<file path="src/rtl/gcdp_pkg.sv">
package gcdp_pkg;
  typedef enum logic [1:0] {
    ENG_IDLE = 2'd0,
    ENG_RUN  = 2'd1,
    ENG_DONE = 2'd2
  } eng_state_e;

  localparam int WIN_BITS = 12;

  localparam logic [WIN_BITS-1:0] OFS_STAT = 12'h000;
  localparam logic [WIN_BITS-1:0] OFS_OPX  = 12'h004;
  localparam logic [WIN_BITS-1:0] OFS_OPY  = 12'h008;
  localparam logic [WIN_BITS-1:0] OFS_RES  = 12'h00C;
endpackage

</file>
<file path="src/rtl/gcdp_engine.sv">
module gcdp_engine
  import gcdp_pkg::*;
#(
  parameter int W = 32
) (
  input  logic         clk,
  input  logic         rst,
  input  logic [W-1:0] opx,
  input  logic [W-1:0] opy,
  input  logic         in_valid,
  output logic         in_ready,
  output logic         out_valid,
  input  logic         out_ready,
  output logic [W-1:0] result,
  output logic         busy
);

  eng_state_e   state;
  logic [W-1:0] va, vb;

  // reduction ends when either value is zero or both agree
  function automatic logic settled(input logic [W-1:0] a, input logic [W-1:0] b);
    return (a == '0) || (b == '0) || (a == b);
  endfunction

  // answer once settled: the nonzero value, or the other when one is zero
  function automatic logic [W-1:0] answer(input logic [W-1:0] a, input logic [W-1:0] b);
    return (a == '0) ? b : a;
  endfunction

  always_ff @(posedge clk) begin
    if (rst) begin
      state <= ENG_IDLE;
      va    <= '0;
      vb    <= '0;
    end else begin
      unique case (state)
        ENG_IDLE: begin
          if (in_valid) begin
            va    <= opx;
            vb    <= opy;
            state <= ENG_RUN;
          end
        end
        ENG_RUN: begin
          if (settled(va, vb)) begin
            va    <= answer(va, vb);
            state <= ENG_DONE;
          end else if (va > vb) begin
            va <= va - vb;
          end else begin
            vb <= vb - va;
          end
        end
        ENG_DONE: begin
          if (out_ready) state <= ENG_IDLE;
        end
        default: state <= ENG_IDLE;
      endcase
    end
  end

  assign in_ready  = (state == ENG_IDLE);
  assign out_valid = (state == ENG_DONE);
  assign result    = va;
  assign busy      = (state != ENG_IDLE);

endmodule

</file>
<file path="src/rtl/gcdp_regif.sv">
module gcdp_regif
  import gcdp_pkg::*;
#(
  parameter int              W    = 32,
  parameter int              AW   = 32,
  parameter logic [AW-1:0]   BASE = '0
) (
  input  logic          clk,
  input  logic          rst,
  input  logic [AW-1:0] bus_addr,
  input  logic          bus_wr,
  input  logic [W-1:0]  bus_wdata,
  input  logic          bus_rd,
  output logic [W-1:0]  bus_rdata,
  output logic [W-1:0]  opx,
  output logic [W-1:0]  opy,
  output logic          launch,
  output logic          pop,
  output logic          y_wr_hit,
  input  logic          eng_in_ready,
  input  logic          eng_out_valid,
  input  logic [W-1:0]  eng_result
);

  localparam int TAG_W = AW - WIN_BITS;

  logic                in_win;
  logic [WIN_BITS-1:0] ofs;
  logic [W-1:0]        rd_val;
  logic [W-1:0]        x_q;

  assign in_win = (bus_addr[AW-1:WIN_BITS] == BASE[AW-1:WIN_BITS]);
  assign ofs    = bus_addr[WIN_BITS-1:0];

  // named access events
  assign y_wr_hit = bus_wr && in_win && (ofs == OFS_OPY);
  assign launch   = y_wr_hit && eng_in_ready;
  assign pop      = bus_rd && in_win && (ofs == OFS_RES) && eng_out_valid;
  assign opx      = x_q;
  assign opy      = bus_wdata;

  always_ff @(posedge clk) begin
    if (rst) x_q <= '0;
    else if (bus_wr && in_win && (ofs == OFS_OPX)) x_q <= bus_wdata;
  end

  always_comb begin
    rd_val = '0;
    if (in_win) begin
      unique case (ofs)
        OFS_STAT: rd_val = {{(W-2){1'b0}}, eng_in_ready, eng_out_valid};
        OFS_RES:  rd_val = eng_out_valid ? eng_result : '0;
        default:  rd_val = '0;
      endcase
    end
  end

  always_ff @(posedge clk) begin
    if (rst)         bus_rdata <= '0;
    else if (bus_rd) bus_rdata <= rd_val;
    else             bus_rdata <= '0;
  end

  if (TAG_W < 1) begin : g_bad_aw
    initial $display("gcdp_regif: AW must exceed the window bits");
  end

endmodule

</file>
<file path="src/rtl/gcd_periph.sv">
module gcd_periph
  import gcdp_pkg::*;
#(
  parameter int            W    = 32,
  parameter int            AW   = 32,
  parameter logic [AW-1:0] BASE = 32'h1000_0000
) (
  input  logic          clk,
  input  logic          rst,
  input  logic [AW-1:0] bus_addr,
  input  logic          bus_wr,
  input  logic [W-1:0]  bus_wdata,
  input  logic          bus_rd,
  output logic [W-1:0]  bus_rdata,
  output logic          busy
);

  logic [W-1:0] opx, opy, eng_result;
  logic         launch, pop, y_wr_hit;
  logic         eng_in_ready, eng_out_valid;

  gcdp_regif #(.W(W), .AW(AW), .BASE(BASE)) u_regif (
    .clk          (clk),
    .rst          (rst),
    .bus_addr     (bus_addr),
    .bus_wr       (bus_wr),
    .bus_wdata    (bus_wdata),
    .bus_rd       (bus_rd),
    .bus_rdata    (bus_rdata),
    .opx          (opx),
    .opy          (opy),
    .launch       (launch),
    .pop          (pop),
    .y_wr_hit     (y_wr_hit),
    .eng_in_ready (eng_in_ready),
    .eng_out_valid(eng_out_valid),
    .eng_result   (eng_result)
  );

  gcdp_engine #(.W(W)) u_engine (
    .clk      (clk),
    .rst      (rst),
    .opx      (opx),
    .opy      (opy),
    .in_valid (launch),
    .in_ready (eng_in_ready),
    .out_valid(eng_out_valid),
    .out_ready(pop),
    .result   (eng_result),
    .busy     (busy)
  );

endmodule

</file>
<file path="config.mk">
export PLATFORM = sky130hd
export DESIGN_NAME = gcd_periph
export DESIGN_NICKNAME = d
export VERILOG_FILES = /design/src/rtl/gcdp_pkg.sv /design/src/rtl/gcdp_engine.sv /design/src/rtl/gcdp_regif.sv /design/src/rtl/gcd_periph.sv
export SDC_FILE = /design/constraint.sdc
export NUM_CORES = 1
export LEC_CHECK = 0
export BUFFER_PORTS_ARGS = -buffer_cell sky130_fd_sc_hd__buf_2
export CORE_MARGIN = 2
export CORE_UTILIZATION = 40
export DETAILED_ROUTE_END_ITERATION = 10
export PLACE_DENSITY = 0.63
export SYNTH_ARGS = -nofsm -noshare
export SYNTH_HDL_FRONTEND = slang
export SYNTH_SLANG_ARGS = --single-unit
</file>
<file path="constraint.sdc">
create_clock -name clk -period 3.9 [get_ports clk]
set_input_delay 0.585 -clock clk [delete_from_list [all_inputs] [get_ports clk]]
set_output_delay 0.585 -clock clk [all_outputs]
set_load 0.01 [all_outputs]
</file>
Word-level counts from Yosys, hierarchy flattened
Cells that the tools add are included.

Bits in registers: 130. Bits in latches: 0. Bits in writable memories: 0. ROM bits: 0. Bits of input ports: 68. Output and inout bits: 33. Logic and storage cells: 58. Memories: 0.

$add $sub $neg: 2. Multipliers: 0. Div/mod/pow operators: 0. Order comparisons: 1. Equality and inequality tests: 14. Shifts and indexed selects: 0. Multiplexer cells: 15. Bitwise gates (word level): 2. Reductions and logical operators: 19.

Operator list (count): 32-bit 2-to-1 mux (8); 32-bit case mux with 2 select lines (3); 32-bit logical NOT (2); 32-bit subtractor (2); 32-bit == test (1); 32-bit greater-than comparator (1); 12-bit by 4-bit == test with 1-bit output, second input constant (2); 20-bit by 17-bit == test with 1-bit output, second input constant (1); 12-bit by 3-bit == test with 1-bit output, second input constant (1); 12-bit logical NOT (1); 2-bit != test, second input constant (4); 4-bit AND reduction (2); 1-bit logical AND (7); 2-bit 2-to-1 mux (3); 2-bit case mux with 3 select lines (1); 2-bit nonzero test (2); 3-bit by 1-bit != test with 1-bit output, second input constant (1); 3-bit by 2-bit != test with 1-bit output, second input constant (1); 3-bit AND reduction (1); 3-bit OR reduction (1); 2-bit by 1-bit == test with 1-bit output, second input constant (1); 2-bit == test, second input constant (1); 2-bit logical NOT (1); 1-bit logical OR (2); other kinds (2) (3).

Depth between registers and ports, before layout
Gate-level depths: netlist (run 1).

Depth after elaboration: 6. Mapped depth: 14. Mapped depth without buffers: 12.

By module
A second synthesis (run 1) with hierarchy kept.

Cell total of the unflattened synthesis: 1290. Area total of the unflattened synthesis: 9640.5 µm².

By module, submodules not included: gcdp_engine (instances 1, cells an instance 1006, area an instance 6947.9 µm², sequential area each 1321.3 µm²); gcdp_regif (instances 1, cells an instance 284, area an instance 2692.6 µm², sequential area each 1281.2 µm²).

Worst setup path after synthesis (run 1)
Ideal clock, no wire load.

Kind: register to register. From: register u_engine.va[0], in the netlist u_engine.result[0]. To: register u_engine.va[26], in the netlist u_engine.result[26]. Library setup time: 0.070 ns. Data arrival time: 2.910 ns. Data required time: 3.830 ns. Path slack: 0.920 ns. Stages on the path, launching flop included: 13. Path buffers: 0. Period minus slack after synthesis: 2.980 ns. Path through: dfxtp_1 inv_1 ha_1 fa_1 nor2b_1 o31a_1 o31ai_2 a21o_1 o221a_4 a31oi_4 a21boi_4 or4_1 a21oi_1.

Longest elaborated chain between the ends: 5. Elaborated cells between the ends (all ways): 12. Classes of those cells: 1 x add/sub; 1 x order compare; 3 x eq/ne; 3 x mux; 4 x reduce/logical.

RTL lines: from (decl) (line gcdp_engine.sv:19) `logic [W-1:0] va, vb;`; from (signal assigned) (line gcdp_engine.sv:40) `va <= opx;`; from (signal assigned) (line gcdp_engine.sv:47) `va <= answer(va, vb);`; from (signal assigned) (line gcdp_engine.sv:50) `va <= va - vb;`; parallel branches: the longest is 5 deep, another holds 32-bit subtractor.

Several ways; the timed one is not identified. The select of a mux whose other input is x is not followed. A chain may end at the register's enable or synchronous reset.

Worst setup path after layout (run 1)
From: register u_engine.vb[0]. To: register u_engine.vb[28].

Longest elaborated chain between the ends: 5. Elaborated cells between the ends (all ways): 12. Classes of those cells: 1 x add/sub; 1 x order compare; 3 x eq/ne; 3 x mux; 4 x reduce/logical.

RTL lines: from (decl) (line gcdp_engine.sv:19); from (signal assigned) (line gcdp_engine.sv:41) `vb <= opy;`; from (signal assigned) (line gcdp_engine.sv:52) `vb <= vb - va;`; parallel branches: the longest is 5 deep, another holds 32-bit subtractor.

Several ways; the timed one is not identified. The select of a mux whose other input is x is not followed.

==> results of run 1 <==
## cells by family after synthesis
| logic type | Yosys count | synth area share [%] |
|---|---|---|
| compound gates | 378 | 28.1 |
| buf+inv | 161 | 7.77 |
| xor+xnor | 40 | 3.93 |
| fa+ha+maj | 65 | 9.30 |
| simple gates | 400 | 20.7 |
| mux | 8 | 0.941 |
| flops | 130 | 29.2 |
## placed cells by master, fill, tap and decap left out, types with 6 or more instances in the layout
cell type	n
nor2_1	100
a311o_1	7
nor4_1	27
o21bai_1	10
a211oi_1	38
xor2_1	18
o21ai_0	60
nand2_1	148
a21o_1	26
and3_1	10
dfxtp_1	130
xnor2_1	22
bufinv_16	6
clkbuf_16	17
o211ai_1	17
or3_1	7
inv_1	74
nand3_1	10
nor3_1	44
a31oi_1	8
buf_4	38
ha_1	63
buf_2	100
nand4_1	19
a21oi_1	138
## stage by stage
stage	setup WS [ns]	total power, mW	hold WS (ns)	util [%]	cells
after floorplan	0.920	1.38	0.433	-	1182
after global placement	0.462	1.44	0.440	44.3	1515
after detailed placement	0.409	1.44	0.443	44.3	1515
after CTS	0.388	3.28	0.396	47.3	1546
after global routing	0.115	3.34	0.402	47.3	1546
final	0.368	3.26	0.401	47.3	1546
## worst min-delay path, cell delays in order
cell and delay (ns):
buf_2 0.10, nand2_1 0.05, a21oi_1 0.05
## per-layer routing
metal  share of wire (%)  GRT usage, %  vias up
met2                  44          40.0      408
li1                    -             -     4353
met1                  46          36.4     4301
met5                   0             0        -
met4                 2.5          9.44        0
met3                 7.4          4.11       57
## registers in the layout, summed over array words and instances (netlist names)
register	count
u_regif.bus_rdata	32
u_engine.vb	32
u_regif.opx	32
u_engine.result	32
u_engine.state	2
## worst max path at each step
stage | endpoint | slack [ns]
3_3_place_gp | u_engine.result[10] | 0.46
5_1_grt | u_engine.vb[9] | 0.12
4_1_cts | u_engine.vb[21] | 0.39
6_report | u_engine.vb[28] | 0.37
2_1_floorplan | u_engine.result[26] | 0.92
3_5_place_dp | u_engine.vb[21] | 0.41
## final cells by class
type / instances / area share (%)
timing repair buffer: 139 / 7.80
inverter: 75 / 2.73
clock inverter: 13 / 2.28
sequential: 130 / 25.2
tap: 280 / 3.39
multi-input combinational: 891 / 54.5
clock buffer: 18 / 4.15
## power by group through the flow
| stage | Sequential, mW | Clock, mW | Combinational (mW) |
|---|---|---|---|
| floorplan | 1.36 | 0 | 0.0269 |
| global placement | 1.36 | 0 | 0.0795 |
| detailed placement | 1.36 | 0 | 0.0799 |
| CTS | 1.33 | 1.88 | 0.0803 |
| global route | 1.33 | 1.93 | 0.0871 |
| finish | 1.33 | 1.86 | 0.0800 |
==> flow_summary.ini, run 1 <==
[clocking]
clock_sinks = 130
root_buffer = clkbuf_16
cts_setup_buffers = 0
holdBufCountCts = 0
post_cts_resize_count = 0
path_clk_slew_ns = 0.06
insertion_delay_ns = 0.43
cts_buffers = 17
cts_tree = built
cts_buffer_depth = 2
htree_levels = 4

[global_routing]
grt_pass1_wl_mm = 47.9
grt_pass1_vias = 8578
grt_max_degree = 81
grtUsageTotal_pct = 25.8
grt_overflow = 0
antenna_found_initial = 0

[sta]
hold_viol = 0
setup_viol = 0
timing.slew.headroom_pct = 40.3
fmax_ghz = 0.283
grt_setup_unrepaired = no
fin_tns_setup_ns = 0
clock_skew_ns = 0.0121
finalCritPeriodShare_pct = 90.6
tightestPinTransition_ns = 0.896
layout_min_cycle_time_ns = 3.53
slew_violations = 0

[layout]
multiInputGateArea_mm2 = 0.00563
fin_area_mm2 = 0.0103
drive_gt1_share_pct = 15.6
diodes = 0
register_area_mm2 = 0.00260
finalNetCount = 1387
fill_cells = 2194
area_delta_synth_final_pct = 16.0

[min_path]
hold_path.class = input pin to register
min_from = bus_wdata[5]
min_delay_worst_endpoint = u_regif.opx[5]
hold_depth = 3

[floorplanning]
num_rows = 54
start_util_pct = 40.8
pin_count = 101
die_w_um = 153
die_h_um = 153
dieArea_mm2 = 0.0235
core_mm2 = 0.0218

[synthesis]
synthArstFlopShare_pct = 0
ys_types = 78
syn_area_mm2 = 0.00891
yosys-top-cells-area = dfxtp_1, ha_1, a21oi_1
syn_nets = 1315
yosys.area.top_type_share_pct = 29.2
postSynthCellCount = 1182
synthTopCellsByCount = nand2_1, a21oi_1, dfxtp_1, nor2_1, inv_1
yosysWarnings = 0
ys.flop_type = dfxtp_1
synth.most_common_cell = nand2_1
yosysTopAreaCell = dfxtp_1
ys_seq_elements = 130
ys_seq_area_share_pct = 29.2
synth_edf_count = 0
syn_avg_cell_area_um2 = 7.54

[pwr]
ir_drop_v = 0.000301
cellPowerDensity_mw_per_mm2 = 316
pwr-share-seq_pct = 40.7
p_sw_share_pct = 21.6
internal_power_mw = 2.56
power_leakage_nw = 4.13
combPwrFrac_pct = 2.5
netSwitchingPower_uw = 705
power_frac_clock_pct = 56.9

[critical_path]
worstPathArrival_ns = 3.84
cp-startpoint = u_engine.vb[0]
cp_slowest_stage_delay_ns = 0.56
reg2reg_depth = 12
critPathBufInv = 2
cp_common_cell = o21ai_0
cp_max_fo = 5
cp_data_required_time_ns = 4.21
cp_top_family = compound AO/OA/AOI/OAI gates
critical_path_class = register to register
crit_cells = 12
reg2reg_slack_ns = 0.37
r2r_end = u_engine.vb[28]
cp-start-kind = register
critPathCaptureType = register
critPathSlowestCell = o21ai_0
crit_chain = inv_1 > ha_1 > fa_1 > nor2b_1 > o31a_1 > o21ai_0 > o21ai_0 > o21ai_0 > o41ai_1 > buf_4 > mux2i_1 > a31oi_1
rr_startpoint = u_engine.vb[0]

[place]
place.gp.congestion = 0.962
dpl-instance-area_mm2 = 0.00967
dpl.hpwl_mm = 21.6
port_buffers = 100

[job]
drv_cap = 0

[routing]
drc = 0
via_per_inst = 5.90
drt-initial-drc-count = 820
drt-wirelength-per-cell_um = 19.7
vias = 9119
ant_nets = 0
drt_wl_total_mm = 30.5
drt_pre_antenna_iters = 5

[outcome]
outcome = complete, no violations
Power figures use the tool's default switching activity.
==> run 2, diff against run 1 <==
- ABC_AREA: not set -> 1
- CELL_PAD_IN_SITES_DETAIL_PLACEMENT: not set -> 1
- CELL_PAD_IN_SITES_GLOBAL_PLACEMENT: not set -> 1
- PLACE_DENSITY: 0.63 -> 0.84
- clock period: 3.9 -> 4.1 ns (I/O delays scaled with it)
==> run 2 against run 1 <==
  * Critical path depth is 5 higher
  * First-iteration DRC count grew 6.1%
  * Combinational power increased by 20%
  * Worst hold slack better by 0.043 ns
  * Worst setup slack better by 0.27 ns
  * Largest cell class unchanged
  * Highest routed layer unchanged
==> flow_summary.ini, run 2 <==
[place]
place.gp.congestion = 1.01
port_buffers = 100
dpl.hpwl_mm = 33.6
dpl-instance-area_mm2 = 0.0112
placed_cells = 2208

[layout]
mostFrequentLayoutCell = nand2_1
most-common-layout-cells = nand2_1, inv_1, nor2_1
fin_util_pct = 45.5
drive_gt1_share_pct = 9.97
diodes = 0
fin_area_mm2 = 0.0118
register_area_mm2 = 0.00260
area_delta_synth_final_pct = 11.9
fill_cells = 3707
finalNetCount = 2025
final_cells = 2240
multiInputGateArea_mm2 = 0.00659

[synthesis]
postSynthCellCount = 1833
ys_seq_area_share_pct = 24.6
yosysTopAreaCell = dfxtp_1
synth_edf_count = 0
synthTopCellsByCount = nand2_1, inv_1, nor2_1, nand3_1, dfxtp_1
ys_types = 40
syn_avg_cell_area_um2 = 5.76
synthArstFlopShare_pct = 0
yosys-top-cells-area = dfxtp_1, nand2_1, inv_1
ys.flop_type = dfxtp_1
yosys.area.top_type_share_pct = 24.6
ys_seq_elements = 130
yosysWarnings = 0
syn_nets = 1966
synth.most_common_cell = nand2_1
syn_area_mm2 = 0.0106

[routing]
via_per_inst = 5.43
drt-wirelength-per-cell_um = 20.2
drt-initial-drc-count = 870
vias = 12200
drc = 0
drt_wl_total_mm = 45.2
drt_pre_antenna_iters = 5
ant_nets = 0

[pwr]
power_leakage_nw = 6.26
cellPowerDensity_mw_per_mm2 = 258
ir_drop_v = 0.000167
p_total_mw = 3.05

[clocking]
root_buffer = clkbuf_16
cts_buffer_depth = 2
path_clk_slew_ns = 0.07
cts_buffers = 17
htree_levels = 4
insertion_delay_ns = 0.44
holdBufCountCts = 0
clock_sinks = 130
cts_setup_buffers = 0
cts_tree = built
post_cts_resize_count = 0

[sta]
grt_setup_unrepaired = no
layout_min_cycle_time_ns = 3.46
clock_skew_ns = 0.0163
setup_viol = 0
timing.slew.headroom_pct = 30.2
fmax_ghz = 0.289
hold_viol = 0
fin_tns_setup_ns = 0
tightestPinTransition_ns = 1.05
slew_violations = 0
finalCritPeriodShare_pct = 84.4

[floorplanning]
start_util_pct = 40.7
die_w_um = 167
core_mm2 = 0.0260
pin_count = 101
num_rows = 59
dieArea_mm2 = 0.0277
die_h_um = 167

[critical_path]
cp-start-kind = register
r2r_end = u_engine.result[17]
critical_path_class = register to register
reg2reg_depth = 17
cp_data_required_time_ns = 4.42
rr_startpoint = u_engine.result[0]
reg2reg_slack_ns = 0.64
worstPathArrival_ns = 3.78
critPathCaptureType = register
cp_max_fo = 31

[global_routing]
grt_max_degree = 82
antenna_found_initial = 0
grt_overflow = 0
grt_pass1_wl_mm = 70.1
grt_pass1_vias = 12700
grtUsageTotal_pct = 32.2

[job]
drv_cap = 0

[min_path]
hold_path.class = input pin to register
hold_depth = 3
min_from = bus_wdata[0]
min_delay_worst_endpoint = u_regif.opx[0]

[outcome]
outcome = complete, no violations
[run 2: cell types whose count changed after synthesis, moves of 15 or more]
cell | before | now
nand2_1 | 148 | 576
inv_1 | 74 | 260
nor2_1 | 101 | 252
nand3_1 | 10 | 133
a211oi_1 | 38 | 0
a21oi_1 | 138 | 109
a21o_1 | 26 | 1
nor4_1 | 27 | 2
o21ai_1 | 2 | 26
clkbuf_1 | 50 | 31
xnor2_1 | 22 | 4
o211ai_1 | 17 | 0
nand2_2 | 0 | 15
[run 2: through the flow]
stage | setup WS (ns) | hold slack, ns
floorplan | 1.84 | 0.452
global placement | 1.06 | 0.462
detailed placement | 0.779 | 0.474
CTS | 0.728 | 0.443
global route | 0.448 | 0.462
finish | 0.638 | 0.444
[run 2: worst max path at each step]
stage | startpoint | endpoint | cells after the start
after floorplan | u_engine.result[0] | u_engine.vb[20] | 18
after global placement | u_engine.result[0] | u_engine.result[15] | 17
after detailed placement | u_engine.result[0] | u_engine.result[22] | 17
after CTS | u_engine.result[0] | u_engine.result[22] | 17
after global routing | u_engine.result[0] | u_engine.result[8] | 17
final | u_engine.result[0] | u_engine.result[17] | 17
[run 2: layout make-up]
cell class | instances | area share [%]
tap | 335 | 3.55
sequential | 130 | 22.0
clock inverter | 14 | 1.39
timing repair buffer | 112 | 5.00
inverter | 269 | 8.56
multi-input combinational | 1362 | 55.8
clock buffer | 18 | 3.72
[run 2: critical path, cell delays in order, from the launching register on]
cell and delay (ns):
dfxtp_1 0.36, inv_1 0.08, ha_1 0.23, fa_1 0.41
inv_1 0.12, nand3_1 0.07, nand2_1 0.17, nand2_1 0.10
nand2_2 0.12, nand2_1 0.09, nand2_2 0.10, nand2_2 0.06
nand2_2 0.10, nor2_4 0.05, inv_2 0.05, nand3_2 0.78
nor2_1 0.37, nor2_1 0.08
[run 2: layer usage]
layer | share of wire, % | routed length [um] | track usage (%) | vias up
li1 | - | - | - | 5786
met2 | 44 | 20100 | 51.6 | 447
met3 | 7.6 | 3430 | 5.09 | 98
met1 | 44 | 19900 | 43.1 | 5821
met4 | 3.8 | 1720 | 13.8 | 0
met5 | 0 | 0 | 0 | -
[run 2: where the power goes]
group          total, mW  internal [mW]  switching (mW)
Sequential          1.26           1.26  0.000000000390
Clock               1.70          0.934           0.762
Combinational     0.0958         0.0377          0.0581
[run 2: cells by family after synthesis]
group / count (synthesis) / share of synthesized area, %
xor gates and xnor gates: 23 / 1.91
and+or+nand+nor: 1054 / 41.8
AOI/OAI and AO/OA: 220 / 10.8
DFF: 130 / 24.6
buffers and inverters: 341 / 13.0
adders and majority gates: 65 / 7.84
==> run 3, diff against run 2 <==
- CORE_UTILIZATION: 40 -> 38
- PLACE_DENSITY: 0.84 -> 0.83
- clock period: 4.1 -> 2.85 ns (I/O delays scaled with it)
==> run 3 against run 2 <==
  * Final cell count is 4.3% higher
  * Largest cell class unchanged
  * Via count is 2.2% higher
  * Sequential cell count unchanged
  * Clock skew is 0.0064 ns lower
  * Register-to-register slack got worse by 0.48 ns
  * First-iteration DRC count up 6.4%
  * Cell area rose by 4.4%
==> flow_summary.ini, run 3 (same netlist as run 2, synthesis figures left out) <==
[clocking]
holdBufCountCts = 0
cts_buffers = 17
root_buffer = clkbuf_16
cts_buffer_depth = 2
htree_levels = 4
cts_tree = built
insertion_delay_ns = 0.44
path_clk_slew_ns = 0.07
clock_sinks = 130

[critical_path]
critPathCaptureType = register
cp-start-kind = register
critical_path_class = register to register
cp-startpoint = u_engine.result[0]
r2r_end = u_engine.vb[26]
rr_startpoint = u_engine.result[0]
cp_data_required_time_ns = 3.15
crit_end = u_engine.vb[26]
reg2reg_depth = 18
reg2reg_slack_ns = 0.16
cp_max_fo = 24
worstPathArrival_ns = 3.00

[place]
place.gp.congestion = 0.966
dpl-instance-area_mm2 = 0.0117
placed_cells = 2301
dpl.hpwl_mm = 35.6
port_buffers = 100

[layout]
mostFrequentLayoutCell = nand2_1
fin_util_pct = 44.8
most-common-layout-cells = nand2_1, inv_1, nor2_1
final_cells = 2336
area_delta_synth_final_pct = 16.8
fin_area_mm2 = 0.0123
drive_gt1_share_pct = 13.0
fill_cells = 3863
diodes = 0
finalNetCount = 2078

[pwr]
netSwitchingPower_mw = 1.09
p_sw_share_pct = 26.2
combPwrFrac_pct = 3.3
ir_drop_v = 0.000263
power_leakage_nw = 6.50
cellPowerDensity_mw_per_mm2 = 338
pwr-share-seq_pct = 43.5
power_frac_clock_pct = 53.2
internal_power_mw = 3.08
p_total_mw = 4.18

[floorplanning]
dieArea_mm2 = 0.0292
num_rows = 61
die_w_um = 171
pin_count = 101
die_h_um = 171
start_util_pct = 38.3
core_mm2 = 0.0276

[sta]
tightestPinTransition_ns = 0.706
fmax_ghz = 0.371
layout_min_cycle_time_ns = 2.69
slew_violations = 0
fin_tns_setup_ns = 0
clock_skew_ns = 0.00992
timing.slew.headroom_pct = 52.9
finalCritPeriodShare_pct = 94.5
setup_viol = 0
hold_viol = 0

[global_routing]
grt_max_degree = 82
grtUsageTotal_pct = 31.9
grt_overflow = 0
grt_pass1_wl_mm = 70.6
grt_pass1_vias = 12700
antenna_found_initial = 0

[job]
drv_cap = 0

[routing]
vias = 12400
drt_wl_total_mm = 45.5
via_per_inst = 5.31
drt-wirelength-per-cell_um = 19.5
drt-initial-drc-count = 926
drt_pre_antenna_iters = 6
ant_nets = 0
drc = 0

[outcome]
outcome = complete, no violations

[min_path]
hold_path.class = input pin to register
## run 3: power groups by stage
| stage | clock, mW | combinational [mW] | sequential (mW) |
|---|---|---|---|
| 6_report | 2.22 | 0.138 | 1.82 |
| 5_1_grt | 2.31 | 0.153 | 1.81 |
| 4_1_cts | 2.23 | 0.137 | 1.82 |
| 3_5_place_dp | 0 | 0.137 | 1.86 |
| 3_3_place_gp | 0 | 0.132 | 1.86 |
| 2_1_floorplan | 0 | 0.0568 | 1.86 |
## run 3: metal layers
metal	vias up	track usage [%]	part of all wire, %
met5	-	0	0
met4	0	11.3	3.2
met3	81	5.67	6.6
met2	437	51.6	45
met1	5994	42.6	45
li1	5903	-	-
## run 3: cell type report
type                    count  area (um2)  share of cell area, %
multi-input cells        1362        6630                   53.7
repair buffers            165        1060                   8.62
flip-flops and latches    130        2600                   21.1
clock inverters            15         136                   1.10
clock buffers              17         425                   3.45
well taps                 378         473                   3.83
inverters                 269        1010                   8.22
## run 3: worst max-delay path: stages, from the launching register on
cell     delay (ns)
dfxtp_1        0.35
inv_1          0.08
ha_1           0.23
fa_1           0.42
inv_2          0.11
nand3_1        0.07
nand2_1        0.15
nand2_1        0.09
nand2_2        0.12
nand2_1        0.08
nand2_2        0.08
nand2_2        0.06
nand2_2        0.09
nand2_2        0.09
nand2_8        0.14
buf_12         0.19
nor2_1         0.06
nand2_1        0.06
a21oi_1        0.07
## run 3: worst min path at each step
stage | from | to | cells after the start
CTS | bus_wdata[21] | u_regif.opx[21] | 3
detailed placement | u_regif.opx[17] | u_regif.opx[17] | 2
global route | bus_wdata[21] | u_regif.opx[21] | 3
global placement | u_regif.opx[14] | u_regif.opx[14] | 2
floorplan | u_regif.opx[10] | u_regif.opx[10] | 2
finish | bus_wdata[0] | u_regif.opx[0] | 3
## run 3: metrics by stage
stage | setup WS, ns | hold WS (ns)
final | 0.156 | 0.258
after global routing | -0.00902 | 0.269
after CTS | 0.0706 | 0.245
after detailed placement | 0.132 | 0.472
after global placement | 0.255 | 0.462
after floorplan | 0.588 | 0.452
## run 3: timing repair
action / 4_1_cts / 5_1_grt
endpoints found under the setup margin: 0 / 59
gates resized for setup: 0 / 13
setup buffers: 0 / 3
endpoints found under the hold margin: 0 / 0
